==> src/rtl/srx_pkg.sv <==
package srx_pkg;
  localparam int unsigned ADDR_W = 2;
  localparam int unsigned REG_W  = 8;

  localparam logic [ADDR_W-1:0] A_CTRL = 2'd0;
  localparam logic [ADDR_W-1:0] A_STAT = 2'd1;
  localparam logic [ADDR_W-1:0] A_DATA = 2'd2;

  // control bits
  localparam int unsigned C_EN   = 0;
  localparam int unsigned C_STOP = 1;
  // status bits
  localparam int unsigned S_FULL = 0;
  localparam int unsigned S_OVR  = 1;
  localparam int unsigned S_BUSY = 2;

  typedef enum logic [1:0] {
    PH_IDLE = 2'd0,
    PH_LOW  = 2'd1,
    PH_HIGH = 2'd2
  } phase_e;
endpackage

==> src/rtl/srx_clkgen.sv <==
module srx_clkgen
  import srx_pkg::*;
#(
  parameter int unsigned DIV = 4
) (
  input  logic   clk,
  input  logic   rst_n,
  input  logic   go,
  input  logic   cont,
  input  logic   run_en,
  input  logic   frame_end,
  output logic   sclk,
  output phase_e phase,
  output logic   sample,
  output logic   abort,
  output logic   consume
);
  localparam int unsigned HALF = (DIV < 2) ? 1 : DIV / 2;
  localparam int unsigned CW   = (HALF > 1) ? $clog2(HALF) : 1;

  logic [CW-1:0] cnt;
  phase_e        st_d;
  logic          last;

  assign last = (cnt == CW'(HALF - 1));

  always_comb begin
    st_d    = phase;
    sample  = 1'b0;
    abort   = 1'b0;
    consume = 1'b0;
    case (phase)
      PH_IDLE: begin
        if (go) begin
          st_d    = PH_LOW;
          consume = 1'b1;
        end
      end
      PH_LOW: begin
        if (last) begin
          if (run_en) begin
            st_d   = PH_HIGH;
            sample = 1'b1;
          end else begin
            st_d  = PH_IDLE;
            abort = 1'b1;
          end
        end
      end
      PH_HIGH: begin
        if (last) begin
          if (frame_end) begin
            if (cont) begin
              st_d    = PH_LOW;
              consume = 1'b1;
            end else begin
              st_d = PH_IDLE;
            end
          end else if (run_en) begin
            st_d = PH_LOW;
          end else begin
            st_d  = PH_IDLE;
            abort = 1'b1;
          end
        end
      end
      default: st_d = PH_IDLE;
    endcase
  end

  always_ff @(posedge clk or negedge rst_n) begin
    if (!rst_n) begin
      phase <= PH_IDLE;
      cnt   <= '0;
      sclk  <= 1'b1;
    end else begin
      phase <= st_d;
      sclk  <= (st_d != PH_LOW);
      if (st_d != phase || phase == PH_IDLE) cnt <= '0;
      else                                   cnt <= cnt + 1'b1;
    end
  end
endmodule

==> src/rtl/srx_shift.sv <==
module srx_shift #(
  parameter int unsigned W = 8
) (
  input  logic         clk,
  input  logic         rst_n,
  input  logic         sample,
  input  logic         abort,
  input  logic         sdi,
  output logic         frame_end,
  output logic         done,
  output logic [W-1:0] word
);
  localparam int unsigned BW = $clog2(W);

  logic [BW-1:0] bitcnt;
  logic [W-2:0]  sh;

  assign frame_end = (bitcnt == '0);
  assign done      = sample && (bitcnt == BW'(W - 1));
  assign word      = {sh, sdi};

  always_ff @(posedge clk or negedge rst_n) begin
    if (!rst_n) begin
      bitcnt <= '0;
      sh     <= '0;
    end else if (abort) begin
      bitcnt <= '0;
    end else if (sample) begin
      sh     <= word[W-2:0];
      bitcnt <= (bitcnt == BW'(W - 1)) ? '0 : bitcnt + 1'b1;
    end
  end
endmodule

==> src/rtl/srx_regs.sv <==
module srx_regs
  import srx_pkg::*;
#(
  parameter int unsigned W = 8
) (
  input  logic              clk,
  input  logic              rst_n,
  input  logic              bus_sel,
  input  logic              bus_wr,
  input  logic [ADDR_W-1:0] bus_addr,
  input  logic [REG_W-1:0]  bus_wdata,
  output logic [REG_W-1:0]  bus_rdata,
  input  logic              done,
  input  logic [W-1:0]      word,
  input  logic              busy,
  input  logic              idle,
  input  logic              consume,
  output logic              rx_en,
  output logic              go,
  output logic              cont,
  output logic              rd_data,
  output logic              rx_full,
  output logic              ovr,
  output logic [W-1:0]      rx_data
);
  logic stop, kick, arm;
  logic rd_stat, wr_ctrl, wr_stat, overrun, load;

  assign rd_data = bus_sel && !bus_wr && (bus_addr == A_DATA);
  assign rd_stat = bus_sel && !bus_wr && (bus_addr == A_STAT);
  assign wr_ctrl = bus_sel &&  bus_wr && (bus_addr == A_CTRL);
  assign wr_stat = bus_sel &&  bus_wr && (bus_addr == A_STAT);

  assign overrun = done && rx_full && !rd_data;
  assign load    = done && !overrun;

  assign go   = kick && rx_en && !ovr;
  assign cont = rx_en && !ovr && (!stop || kick);

  always_ff @(posedge clk or negedge rst_n) begin
    if (!rst_n) begin
      rx_en <= 1'b0;
      stop  <= 1'b0;
    end else if (wr_ctrl) begin
      rx_en <= bus_wdata[C_EN];
      stop  <= bus_wdata[C_STOP];
    end
  end

  // read-started transfer request, only accepted while fully idle
  always_ff @(posedge clk or negedge rst_n) begin
    if (!rst_n) kick <= 1'b0;
    else        kick <= (kick && !consume && rx_en) || (rd_data && rx_en && !ovr && idle);
  end

  always_ff @(posedge clk or negedge rst_n) begin
    if (!rst_n) begin
      rx_full <= 1'b0;
      rx_data <= '0;
    end else if (load) begin
      rx_full <= 1'b1;
      rx_data <= word;
    end else if (rd_data) begin
      rx_full <= 1'b0;
    end
  end

  always_ff @(posedge clk or negedge rst_n) begin
    if (!rst_n) begin
      ovr <= 1'b0;
      arm <= 1'b0;
    end else if (overrun) begin
      ovr <= 1'b1;
      arm <= 1'b0;
    end else if (wr_stat && arm && !bus_wdata[S_OVR]) begin
      ovr <= 1'b0;
      arm <= 1'b0;
    end else if (rd_stat && ovr) begin
      arm <= 1'b1;
    end
  end

  always_comb begin
    bus_rdata = '0;
    case (bus_addr)
      A_CTRL: begin
        bus_rdata[C_EN]   = rx_en;
        bus_rdata[C_STOP] = stop;
      end
      A_STAT: begin
        bus_rdata[S_FULL] = rx_full;
        bus_rdata[S_OVR]  = ovr;
        bus_rdata[S_BUSY] = busy;
      end
      A_DATA:  bus_rdata[W-1:0] = rx_data;
      default: bus_rdata = '0;
    endcase
  end
endmodule

==> src/rtl/srx_master.sv <==
module srx_master
  import srx_pkg::*;
#(
  parameter int unsigned DIV = 4
) (
  input  logic              clk,
  input  logic              rst_n,
  input  logic              bus_sel,
  input  logic              bus_wr,
  input  logic [ADDR_W-1:0] bus_addr,
  input  logic [REG_W-1:0]  bus_wdata,
  output logic [REG_W-1:0]  bus_rdata,
  output logic              sclk_o,
  input  logic              sdi_i
);
  localparam int unsigned W = REG_W;

  phase_e       phase;
  logic         go, cont, rx_en, sample, abort, consume;
  logic         frame_end, done, busy, idle, rd_data, rx_full, ovr;
  logic [W-1:0] word, rx_data;

  assign idle = (phase == PH_IDLE);
  assign busy = (phase == PH_LOW) || (phase == PH_HIGH && !frame_end);

  srx_clkgen #(.DIV(DIV)) u_clk (
    .clk(clk), .rst_n(rst_n), .go(go), .cont(cont), .run_en(rx_en),
    .frame_end(frame_end), .sclk(sclk_o), .phase(phase), .sample(sample),
    .abort(abort), .consume(consume)
  );

  srx_shift #(.W(W)) u_shift (
    .clk(clk), .rst_n(rst_n), .sample(sample), .abort(abort), .sdi(sdi_i),
    .frame_end(frame_end), .done(done), .word(word)
  );

  srx_regs #(.W(W)) u_regs (
    .clk(clk), .rst_n(rst_n), .bus_sel(bus_sel), .bus_wr(bus_wr),
    .bus_addr(bus_addr), .bus_wdata(bus_wdata), .bus_rdata(bus_rdata),
    .done(done), .word(word), .busy(busy), .idle(idle), .consume(consume),
    .rx_en(rx_en), .go(go), .cont(cont), .rd_data(rd_data),
    .rx_full(rx_full), .ovr(ovr), .rx_data(rx_data)
  );
endmodule

==> config.mk <==
export PLATFORM = sky130hd
export DESIGN_NAME = srx_master
export DESIGN_NICKNAME = d
export VERILOG_FILES = /design/src/rtl/srx_pkg.sv /design/src/rtl/srx_clkgen.sv /design/src/rtl/srx_shift.sv /design/src/rtl/srx_regs.sv /design/src/rtl/srx_master.sv
export SDC_FILE = /design/constraint.sdc
export NUM_CORES = 1
export LEC_CHECK = 0
export ABC_AREA = 1
export BUFFER_PORTS_ARGS = -buffer_cell sky130_fd_sc_hd__buf_2
export CAP_MARGIN = 25
export CORE_MARGIN = 4
export CORE_UTILIZATION = 40
export DETAILED_ROUTE_END_ITERATION = 6
export HOLD_SLACK_MARGIN = 0.08
export PLACE_DENSITY_LB_ADDON = 0.2
export SYNTH_ARGS = -nofsm -noshare
export SYNTH_HDL_FRONTEND = slang
export SYNTH_SLANG_ARGS = --single-unit
==> constraint.sdc <==
create_clock -name clk -period 2.7 [get_ports clk]
set_clock_uncertainty 0.05 [all_clocks]
set_input_delay 0.27 -clock clk [delete_from_list [all_inputs] [get_ports clk]]
set_output_delay 0.27 -clock clk [all_outputs]
set_load 0.02 [all_outputs]
==> run summary <==
worst slack at placement - 0.716 ns
Clk Latency, worst-skew pair - 0.28 ns
share of the synthesized area in the top cell type - 0.429
initial core utilization - 0.420
worst slew pin tran - 0.627 ns
Die W - 70.7 um
Tcrit/Tclk final - 0.776
CTS Buf Count - 3
Die Y - 70.7 um
max-slew violations - 0
Hold Startpoint - sdi_i
Syn Area/Cell - 8.51 sq um
clock buffer depth - 2
die area - 5000 sq um
top cells by area, synth - dfrtp_1 (43%), nand2_1 (11%), ha_1 (8.7%)
class of the worst hold path - primary input to flip-flop
vias in the first global route - 1201
RSZ-0062 raised after global routing - false
WHS - 0.172 ns
fillers - 380
CTS root buf - clkbuf_8
critical path startpoint category - flip-flop
largest net degree at the start of global routing - 29
WP data required - 2.38 ns
average routed wire per standard cell - 11.7 um
Worst Hold End - u_shift.sh[0]$_DFFE_PN0P_
cell repeated most along the worst path - inv_1
CP Data Arrival Time - 1.77 ns
post-CTS setup buffers - 0
Cells on Worst Hold Path - 3
VDD IR-drop max - 0.000190 V
first-iteration detailed-routing DRC count - 58
Leak - 0.00101 uW
Synth cell types - 24
core area - 3740 sq um
Worst Setup Path Type - flip-flop to primary output
RR Endpoint - u_regs.rx_data[7]$_DFFE_PN0P_
initial antenna violation count - 0
num ports - 24
FF-to-FF setup slack - 0.72 ns
Post-DRT Antenna Nets - 0
placed cells - 246
Max Clk Rate - 477 MHz
via count - 1210
Yosys reg bits - 28
DRC - 0
vias per inst - 4.82
Rows - 22
worst path cell trace - inv_1 > ha_1 > inv_1 > o21ai_0 > nand2_1 > a21boi_0 > buf_2
nets@finish - 230
Overall Power - 1120 uW
hpwl dp - 2.23 mm
Synth area leader - dfrtp_1
Yosys warnings - 0
worst setup margin - 0.606 ns
Critical Path Slowest Stage Cell - dfrtp_1
first-pass GRT wire length - 5.29 mm
Mapped Area - 1570 sq um
CTS tree - done
antenna fix cells - 0
fraction of layout cells with a size suffix above 1 - 0.177
Post-Route Setup TNS - 0 ns
area grow syn2layout - 12.6%
total gr overflow - 0
Setup violations, final - 0
htree depth - 1
Post-Synthesis Cells - 185
status - finished, final reports clean
Sink Count - 28
GP Congestion - 0.884
Syn Nets - 211
share of the yosys chip area belonging to registers - 0.446
Max Cap Viol - 0
Post-Layout Cell Count - 251
Rel. slew slack - 0.582
Reg area - 702 sq um
Critical Path Fanout Max - 5
Worst path max stage delay - 0.43 ns
total track usage - 0.129
Tmin final - 2.09 ns
PD cells - 632 nW/um^2
CP Capture Type - primary output
FF-to-FF path depth - 8
Worst-path clk slew - 0.10 ns
drt pass-1 iters - 4
Multi-input gate area - 703 sq um
number of hold violations in the final report - 0
Critical R2R Launch - u_clk.phase[1]$_DFF_PN0_
drt total wl - 2.94 mm
port bufs - 17
-- kinds of logic after synthesis --
family / count (synthesis) / synth area share
compound gates: 26 / 0.105
fa+ha+maj: 11 / 0.0874
buf+inv: 41 / 0.107
flops: 28 / 0.446
mux: 3 / 0.0262
simple gates: 76 / 0.228
-- repair_timing --
item | 4_1_cts | 5_1_grt
endpoints found under the hold margin | 27 | 0
hold buffers | 1 | 0
resized for setup | 0 | 0
-- critical path: cells and delay by family (launching register included) --
kind | cells | cell delay, ns
flops | 1 | 0.43
buf+inv | 3 | 0.39
compound gates | 2 | 0.37
fa+ha+maj | 1 | 0.24
simple gates | 1 | 0.07
-- sequential cells by signal, summed over array words and instances, names as in the netlist --
register        flops
u_clk.sclk          1
u_regs.stop         1
u_regs.rx_en        1
u_clk.cnt           1
u_regs.arm          1
u_regs.rx_full      1
u_regs.rx_data      8
u_shift.bitcnt      3
u_regs.kick         1
u_shift.sh          7
u_regs.ovr          1
u_clk.phase         2
-- power breakdown --
group | total, uW | switching (uW) | internal [uW]
clock network | 334 | 135 | 199
registers | 524 | 52.8 | 472
logic | 263 | 173 | 89.6
total | 1120 | 361 | 760
-- layout by cell type (no fill, tap or decap) --
master         count
buf_2             17
clkbuf_8           3
o31ai_1            1
dfstp_2            1
o21ai_2            6
o2111ai_1          1
a21oi_1            2
mux2_2             1
dfrtp_1           27
nor2_8             2
nand3_1           19
dlygate4sd3_1      1
nand2_4            2
nand2_1           48
nand4_1            1
a21boi_0           1
o21ai_0           14
ha_1              11
inv_1             36
mux2_4             2
a41oi_1            1
bufinv_16          1
nor2_1             4
inv_4              1
-- per-stage QoR --
| stage | instance area [sq um] | util |
|---|---|---|
| 6_report | 1770 | 0.474 |
| 4_1_cts | 1770 | 0.474 |
| 5_1_grt | 1770 | 0.474 |
| 3_3_place_gp | 1690 | 0.452 |
| 2_1_floorplan | 1570 | - |
| 3_5_place_dp | 1690 | 0.452 |
-- cell type report --
cell class	instances	share of cell area
Clock buffer	3	0.0233
Timing Repair Buffer	18	0.0536
Clock inverter	1	0.0169
Inverter	37	0.0797
Sequential cell	28	0.396
Multi-Input combinational cell	116	0.397
Tap cell	48	0.0339
-- synth_stat cells, drive strengths merged --
| library cell | n |
|---|---|
| nand2 | 50 |
| inv | 37 |
| dfrtp | 27 |
| o21ai | 20 |
| nand3 | 19 |
| ha | 11 |
| nor2 | 6 |
| buf | 3 |
| mux2 | 3 |
| a21oi | 2 |
| a21boi | 1 |
| a41oi | 1 |
| clkbuf | 1 |
| dfstp | 1 |
| nand4 | 1 |
| o2111ai | 1 |
| o31ai | 1 |
-- per-layer routing --
metal,global-route usage,share of wire,up-vias
met2,0.212,0.48,21
met4,0.0626,0.016,0
met1,0.160,0.46,571
met5,0,0,-
met3,0.0298,0.048,4
li1,-,-,614
-- worst max-delay path by stage --
stage	startpoint	end	slack (ns)
floorplan	u_clk.phase[0]$_DFF_PN0_	bus_rdata[2]	0.95
global placement	u_clk.phase[1]$_DFF_PN0_	u_regs.rx_data[7]$_DFFE_PN0P_	0.80
detailed placement	u_clk.phase[1]$_DFF_PN0_	u_regs.rx_data[7]$_DFFE_PN0P_	0.72
CTS	u_clk.phase[0]$_DFF_PN0_	bus_rdata[2]	0.58
global route	u_clk.phase[1]$_DFF_PN0_	bus_rdata[2]	0.46
finish	u_clk.phase[0]$_DFF_PN0_	bus_rdata[2]	0.61
Note: power is estimated with default switching activity, not from simulation.
